$ cat config.mk
export PLATFORM = sky130hd
export DESIGN_NAME = aud_deser_rx
export DESIGN_NICKNAME = d
export VERILOG_FILES = /design/src/rtl/aud_deser_pkg.sv /design/src/rtl/aud_slot_tracker.sv /design/src/rtl/aud_word_shifter.sv /design/src/rtl/aud_frame_assembler.sv /design/src/rtl/aud_deser_rx.sv
export SDC_FILE = /design/constraint.sdc
export NUM_CORES = 1
export LEC_CHECK = 0
export BUFFER_PORTS_ARGS = -buffer_cell sky130_fd_sc_hd__clkbuf_2
export CORE_MARGIN = 2
export CORE_UTILIZATION = 40
export DETAILED_ROUTE_END_ITERATION = 10
export SYNTH_ARGS = -nofsm -noshare
export SYNTH_HDL_FRONTEND = slang
export SYNTH_SLANG_ARGS = --single-unit
export TNS_END_PERCENT = 1
$ cat constraint.sdc
create_clock -name clk -period 2.09 [get_ports clk]
set_input_delay 0.3135 -clock clk [delete_from_list [all_inputs] [get_ports clk]]
set_output_delay 0.3135 -clock clk [all_outputs]
set_load 0.02 [all_outputs]
$ cat src/rtl/aud_deser_pkg.sv
package aud_deser_pkg;
    localparam int SAMPLE_W   = 16;
    localparam int LONG_SLOT  = 32;
    localparam int SHORT_SLOT = 24;
    localparam int CNT_W      = $clog2(LONG_SLOT + 2);

    typedef logic [SAMPLE_W-1:0] sample_t;
    typedef logic [CNT_W-1:0]    bitcnt_t;

    typedef struct packed {
        logic long_slot;
        logic tail_win;
        logic msb_first;
    } fmt_t;

    typedef struct packed {
        logic    start;      // this sample opens a new slot
        bitcnt_t idx;        // bit index of this sample in its slot
        bitcnt_t prev_len;   // bits counted in the slot that just ended
        logic    prev_ch1;   // the slot that just ended was channel 1
        logic    prev_live;  // the slot that just ended began after clear
    } slot_info_t;

    function automatic bitcnt_t slot_len(fmt_t f);
        return f.long_slot ? bitcnt_t'(LONG_SLOT) : bitcnt_t'(SHORT_SLOT);
    endfunction

    function automatic bitcnt_t win_start(fmt_t f);
        return f.tail_win ? bitcnt_t'(slot_len(f) - bitcnt_t'(SAMPLE_W)) : '0;
    endfunction
endpackage

$ cat src/rtl/aud_slot_tracker.sv
module aud_slot_tracker
    import aud_deser_pkg::*;
(
    input  logic       clk,
    input  logic       clr_n,
    input  logic       lrclk,
    output slot_info_t info
);
    logic    lr_q;
    bitcnt_t cnt;
    logic    live;
    logic    slot_edge;

    assign slot_edge = (lrclk != lr_q);

    always_ff @(posedge clk) begin
        if (!clr_n) begin
            lr_q <= lrclk;
            cnt  <= '0;
            live <= 1'b0;
        end else begin
            lr_q <= lrclk;
            if (slot_edge) begin
                cnt  <= bitcnt_t'(1);
                live <= 1'b1;
            end else if (cnt != '1) begin
                cnt <= cnt + bitcnt_t'(1);
            end
        end
    end

    always_comb begin
        info.start     = slot_edge;
        info.idx       = slot_edge ? '0 : cnt;
        info.prev_len  = cnt;
        info.prev_ch1  = lr_q;
        info.prev_live = live;
    end

    // the sample after a slot edge is bit index 1
    assert_slot_restart_R3: assert property (@(posedge clk) disable iff (!clr_n)
        info.start |=> (info.start || info.idx == bitcnt_t'(1)));
endmodule

$ cat src/rtl/aud_word_shifter.sv
module aud_word_shifter
    import aud_deser_pkg::*;
(
    input  logic       clk,
    input  logic       clr_n,
    input  fmt_t       fmt,
    input  slot_info_t info,
    input  logic       sdata,
    output sample_t    word
);
    logic [CNT_W:0] ws;
    logic [CNT_W:0] we;
    logic           in_win;

    always_comb begin
        ws     = {1'b0, win_start(fmt)};
        we     = ws + (CNT_W+1)'(SAMPLE_W);
        in_win = ({1'b0, info.idx} >= ws) && ({1'b0, info.idx} < we);
    end

    always_ff @(posedge clk) begin
        if (!clr_n) begin
            word <= '0;
        end else if (in_win) begin
            if (fmt.msb_first) word <= {word[SAMPLE_W-2:0], sdata};
            else               word <= {sdata, word[SAMPLE_W-1:1]};
        end
    end

    // checker counter: bits taken into the shifter during the current slot
    bitcnt_t taken;
    always_ff @(posedge clk) begin
        if (!clr_n)          taken <= '0;
        else if (info.start) taken <= bitcnt_t'(in_win);
        else if (in_win)     taken <= taken + bitcnt_t'(1);
    end

    // a slot of the configured length feeds exactly one word's worth of bits
    assert_window_bits_R5: assert property (@(posedge clk) disable iff (!clr_n)
        (info.start && info.prev_live && info.prev_len == slot_len(fmt))
            |-> taken == bitcnt_t'(SAMPLE_W));
endmodule

$ cat src/rtl/aud_frame_assembler.sv
module aud_frame_assembler
    import aud_deser_pkg::*;
(
    input  logic       clk,
    input  logic       clr_n,
    input  fmt_t       fmt,
    input  slot_info_t info,
    input  sample_t    word,
    output sample_t    ch1_word,
    output sample_t    ch2_word,
    output logic       pair_valid,
    output logic       frame_err
);
    sample_t hold1;
    logic    have1;
    logic    ok1;
    logic    len_ok;
    logic    slot_done;

    assign len_ok    = (info.prev_len == slot_len(fmt));
    assign slot_done = info.start && info.prev_live;

    always_ff @(posedge clk) begin
        if (!clr_n) begin
            hold1      <= '0;
            have1      <= 1'b0;
            ok1        <= 1'b0;
            ch1_word   <= '0;
            ch2_word   <= '0;
            pair_valid <= 1'b0;
            frame_err  <= 1'b0;
        end else begin
            pair_valid <= 1'b0;
            frame_err  <= 1'b0;
            if (slot_done) begin
                if (info.prev_ch1) begin
                    hold1 <= word;
                    have1 <= 1'b1;
                    ok1   <= len_ok;
                end else if (have1) begin
                    have1 <= 1'b0;
                    if (ok1 && len_ok) begin
                        ch1_word   <= hold1;
                        ch2_word   <= word;
                        pair_valid <= 1'b1;
                    end else begin
                        frame_err <= 1'b1;
                    end
                end
            end
        end
    end

    // a delivered pair closed on a slot of the configured length
    assert_len_match_R8: assert property (@(posedge clk) disable iff (!clr_n)
        pair_valid |-> $past(info.prev_len) == $past(slot_len(fmt)));
    // strobe and error are exclusive
    assert_excl_flags_R9: assert property (@(posedge clk) disable iff (!clr_n)
        !(pair_valid && frame_err));
endmodule

$ cat src/rtl/aud_deser_rx.sv
module aud_deser_rx
    import aud_deser_pkg::*;
(
    input  logic                clk,
    input  logic                clr_n,
    input  logic                lrclk,
    input  logic                sdata,
    input  logic                long_slot,
    input  logic                tail_win,
    input  logic                msb_first,
    output logic [SAMPLE_W-1:0] ch1_word,
    output logic [SAMPLE_W-1:0] ch2_word,
    output logic                pair_valid,
    output logic                frame_err
);
    fmt_t       fmt;
    slot_info_t info;
    sample_t    word;

    assign fmt = '{long_slot: long_slot, tail_win: tail_win, msb_first: msb_first};

    aud_slot_tracker u_track (
        .clk   (clk),
        .clr_n (clr_n),
        .lrclk (lrclk),
        .info  (info)
    );

    aud_word_shifter u_shift (
        .clk   (clk),
        .clr_n (clr_n),
        .fmt   (fmt),
        .info  (info),
        .sdata (sdata),
        .word  (word)
    );

    aud_frame_assembler u_asm (
        .clk        (clk),
        .clr_n      (clr_n),
        .fmt        (fmt),
        .info       (info),
        .word       (word),
        .ch1_word   (ch1_word),
        .ch2_word   (ch2_word),
        .pair_valid (pair_valid),
        .frame_err  (frame_err)
    );

    // strobe lasts one cycle
    assert_strobe_single_R7: assert property (@(posedge clk) disable iff (!clr_n)
        pair_valid |=> !pair_valid);
    // words move only with the strobe
    assert_words_hold_R7: assert property (@(posedge clk) disable iff (!clr_n)
        !pair_valid |-> ($stable(ch1_word) && $stable(ch2_word)));
    // results appear only right after the frame select rises (start of channel 1)
    assert_after_rise_R2: assert property (@(posedge clk) disable iff (!clr_n)
        (pair_valid || frame_err) |-> ($past(lrclk) && !$past(lrclk, 2)));
    // the error flag is a single-cycle pulse
    assert_err_single_R8: assert property (@(posedge clk) disable iff (!clr_n)
        frame_err |=> !frame_err);
endmodule

==> flow_summary.json <==
{
  "syn-num-nets": 391,
  "period_needed_ps": 2042,
  "drv_cap": 0,
  "timing.fmax_mhz": 489.7,
  "antenna_cells": 0,
  "drive_gt1_share_pct": 18.53,
  "grt_pass1_wl_mm": 11.41,
  "final_util_pct": 49.82,
  "period_share_pct": 97.71,
  "worstMarginPinSlew_ps": 599.1,
  "yosys_warnings": 0,
  "wl_met1_mm": 3.612,
  "dp.cells": 506,
  "synthCells": 379,
  "grt_max_degree": 62,
  "cp-start-kind": "flip-flop",
  "seqCellArea_mm2": 0.001523,
  "die_area_mm2": 0.008887,
  "multi_input_area_mm2": 0.001650,
  "highest_layer": "met4",
  "drt-total-wl_mm": 6.790,
  "gr-total-overflow": 0,
  "route.vias.total": 2555,
  "cp-end-kind": "flip-flop",
  "yosysSeqAreaShare_pct": 46.68,
  "ir_drop_mv": 0.3012,
  "cts-root-buf": "clkbuf_8",
  "ys.flop_type": "dfxtp_1",
  "slew_violations": 0,
  "clkTransAtPathRegs_ps": 90,
  "drt_pass1_iterations": 4,
  "routed-wl-met3_um": 181,
  "finalSetupViolCount": 0,
  "hold_buffers": 0,
  "avgRoutedWirePerCell_um": 12.98,
  "criticalPathCategory": "flip-flop to flip-flop",
  "power.leakage_uw": 0.001496,
  "place.port_buffers": 40,
  "syn_avg_cell_area_um2": 8.600,
  "wl_met2_mm": 2.868,
  "power.density_mw_per_mm2": 788.9,
  "outcome": "completed",
  "die_w_um": 94.27,
  "cts_tree": "done",
  "ant_nets": 0,
  "antenna_found_initial": 0,
  "fillers": 775,
  "final_cells": 523,
  "rows": 32,
  "synth_edf_count": 0,
  "dieHeight_um": 94.27,
  "hpwl_mm": 4.588,
  "dr.first_iter.drc_count": 123,
  "synthArstFlopShare_pct": 0,
  "clock-sinks": 76,
  "cp_data_required_time_ps": 2320,
  "hp-class": "input port to flip-flop",
  "final_common_cell": "nand2_1",
  "nets": 428,
  "finalHoldViolations": 0,
  "via_per_inst": 4.885,
  "ys_types": 32,
  "num_io_pins": 41,
  "clock_skew_ps": 9.199,
  "slew_headroom_pct": 60.06,
  "rsz0062_at_grt": "true",
  "syn_area_mm2": 0.003259,
  "cp_max_fo": 16,
  "htree_levels": 3,
  "cts_made_buffers": 9,
  "start_util_pct": 41.75,
  "total_power_uw": 3069,
  "insertion_delay_ps": 350,
  "ys_ff_latch": 76,
  "gp_congestion": 0.7974,
  "clockBufferDepth": 2,
  "reg2reg_setup_slack_ps": 50,
  "coreArea_mm2": 0.007807,
  "syn2layout_area_growth_pct": 19.35,
  "grt_pass1_vias": 2378,
  "track_usage_pct": 16.62,
  "crit_arrival_ps": 2270,
  "drcViolationCount": 0,
  "final_cell_mix": "nand2_1 (123), dfxtp_1 (75), a21boi_1 (52), clkbuf_2 (40)"
}
[synthesized netlist by cell type (all sizes together) (3+ instances only)]
cell | n | area [um2]
nor3 | 3 | 15.01
dfxtp | 76 | 1521
mux2i | 16 | 160.2
nor2b | 3 | 18.77
a21boi | 52 | 390.4
nand2b | 18 | 112.6
xnor2 | 3 | 33.79
o211ai | 18 | 135.1
a21oi | 5 | 25.02
inv | 6 | 22.52
nor2 | 8 | 30.03
clkbuf | 22 | 82.58
buf | 3 | 21.27
nand2 | 123 | 461.7
ha | 5 | 62.56
[state kept, by name, summed over array words and instances (netlist names)]
| register | cells |
|---|---|
| u_asm.ch2_word | 16 |
| u_track.cnt | 6 |
| u_asm.hold1 | 16 |
| u_asm.ch1_word | 16 |
| u_asm.pair_valid | 1 |
| u_track.live | 1 |
| u_asm.frame_err | 1 |
| u_shift.word | 16 |
| u_asm.have1 | 1 |
| u_asm.ok1 | 1 |
| u_track.lr_q | 1 |
[stage by stage]
| step | area, um2 | setup TNS [ps] | hold slack, ps | setup slack (ps) |
|---|---|---|---|---|
| floorplan | 3294 | 0 | 341.2 | 15.78 |
| global placement | 3633 | -4090 | 439.3 | -257.8 |
| detailed placement | 3633 | -4768 | 444.8 | -315.5 |
| CTS | 3887 | 0 | 280.4 | 44.28 |
| global route | 3890 | -800.6 | 292.9 | -66.25 |
| finish | 3890 | 0 | 289.6 | 47.95 |
[critical path, stage by stage, from the launching register on]
cell	delay, ps
dfxtp_2	360
xnor2_4	130
and2_4	150
ha_4	270
nor2b_2	150
o21ai_2	100
a2111oi_4	340
o22ai_4	120
buf_12	180
mux2i_1	120
[repair_timing]
action	CTS	global route
endpoints found under the setup margin	16	16
resized for setup	0	1
buffers inserted	1	0
hold endpoints to repair	0	0
pin swaps	1	0
cloned	0	0
[per-layer routing]
metal	GRT usage, %	up-vias
met5	0	-
met2	24.70	34
met1	22.89	1173
met4	9.420	0
met3	2.488	10
li1	-	1338
[worst paths after layout]
kind | startpoint | endpoint | depth (start not counted)
worst max-delay path | u_track.lr_q$_DFF_P_ | u_shift.word[1]$_SDFFE_PN0P_ | 9
worst min-delay path | sdata | u_shift.word[15]$_SDFFE_PN0P_ | 3
worst max register to register | u_track.lr_q$_DFF_P_ | u_shift.word[1]$_SDFFE_PN0P_ | 9
worst min register to register | u_asm.ch1_word[4]$_SDFFE_PN0P_ | u_asm.ch1_word[4]$_SDFFE_PN0P_ | 2
[where the power goes]
part	internal [uW]	switching [uW]
combinational	117	121
clock	717	585
sequential	1480	45.3
total	2320	751
[logic make-up after synthesis]
group	after synthesis	share of synthesized area (%)
XOR/XNOR	4	1.305
adder cells (fa/ha/maj)	5	1.919
AND/OR/NAND/NOR	165	21.92
flip-flops	76	46.68
AO/OA/AOI/OAI	82	19.39
buffers and inverters	31	3.877
multiplexers	16	4.914
[area by class of cell]
class	instances	area share (%)
inverter	6	0.5790
tap	102	3.281
clock buffer	10	3.538
sequential	76	39.14
multi-input combinational	272	42.43
timing repair buffer	51	8.556
clock inverter	6	2.477
Note: power is estimated with default switching activity, not from simulation.
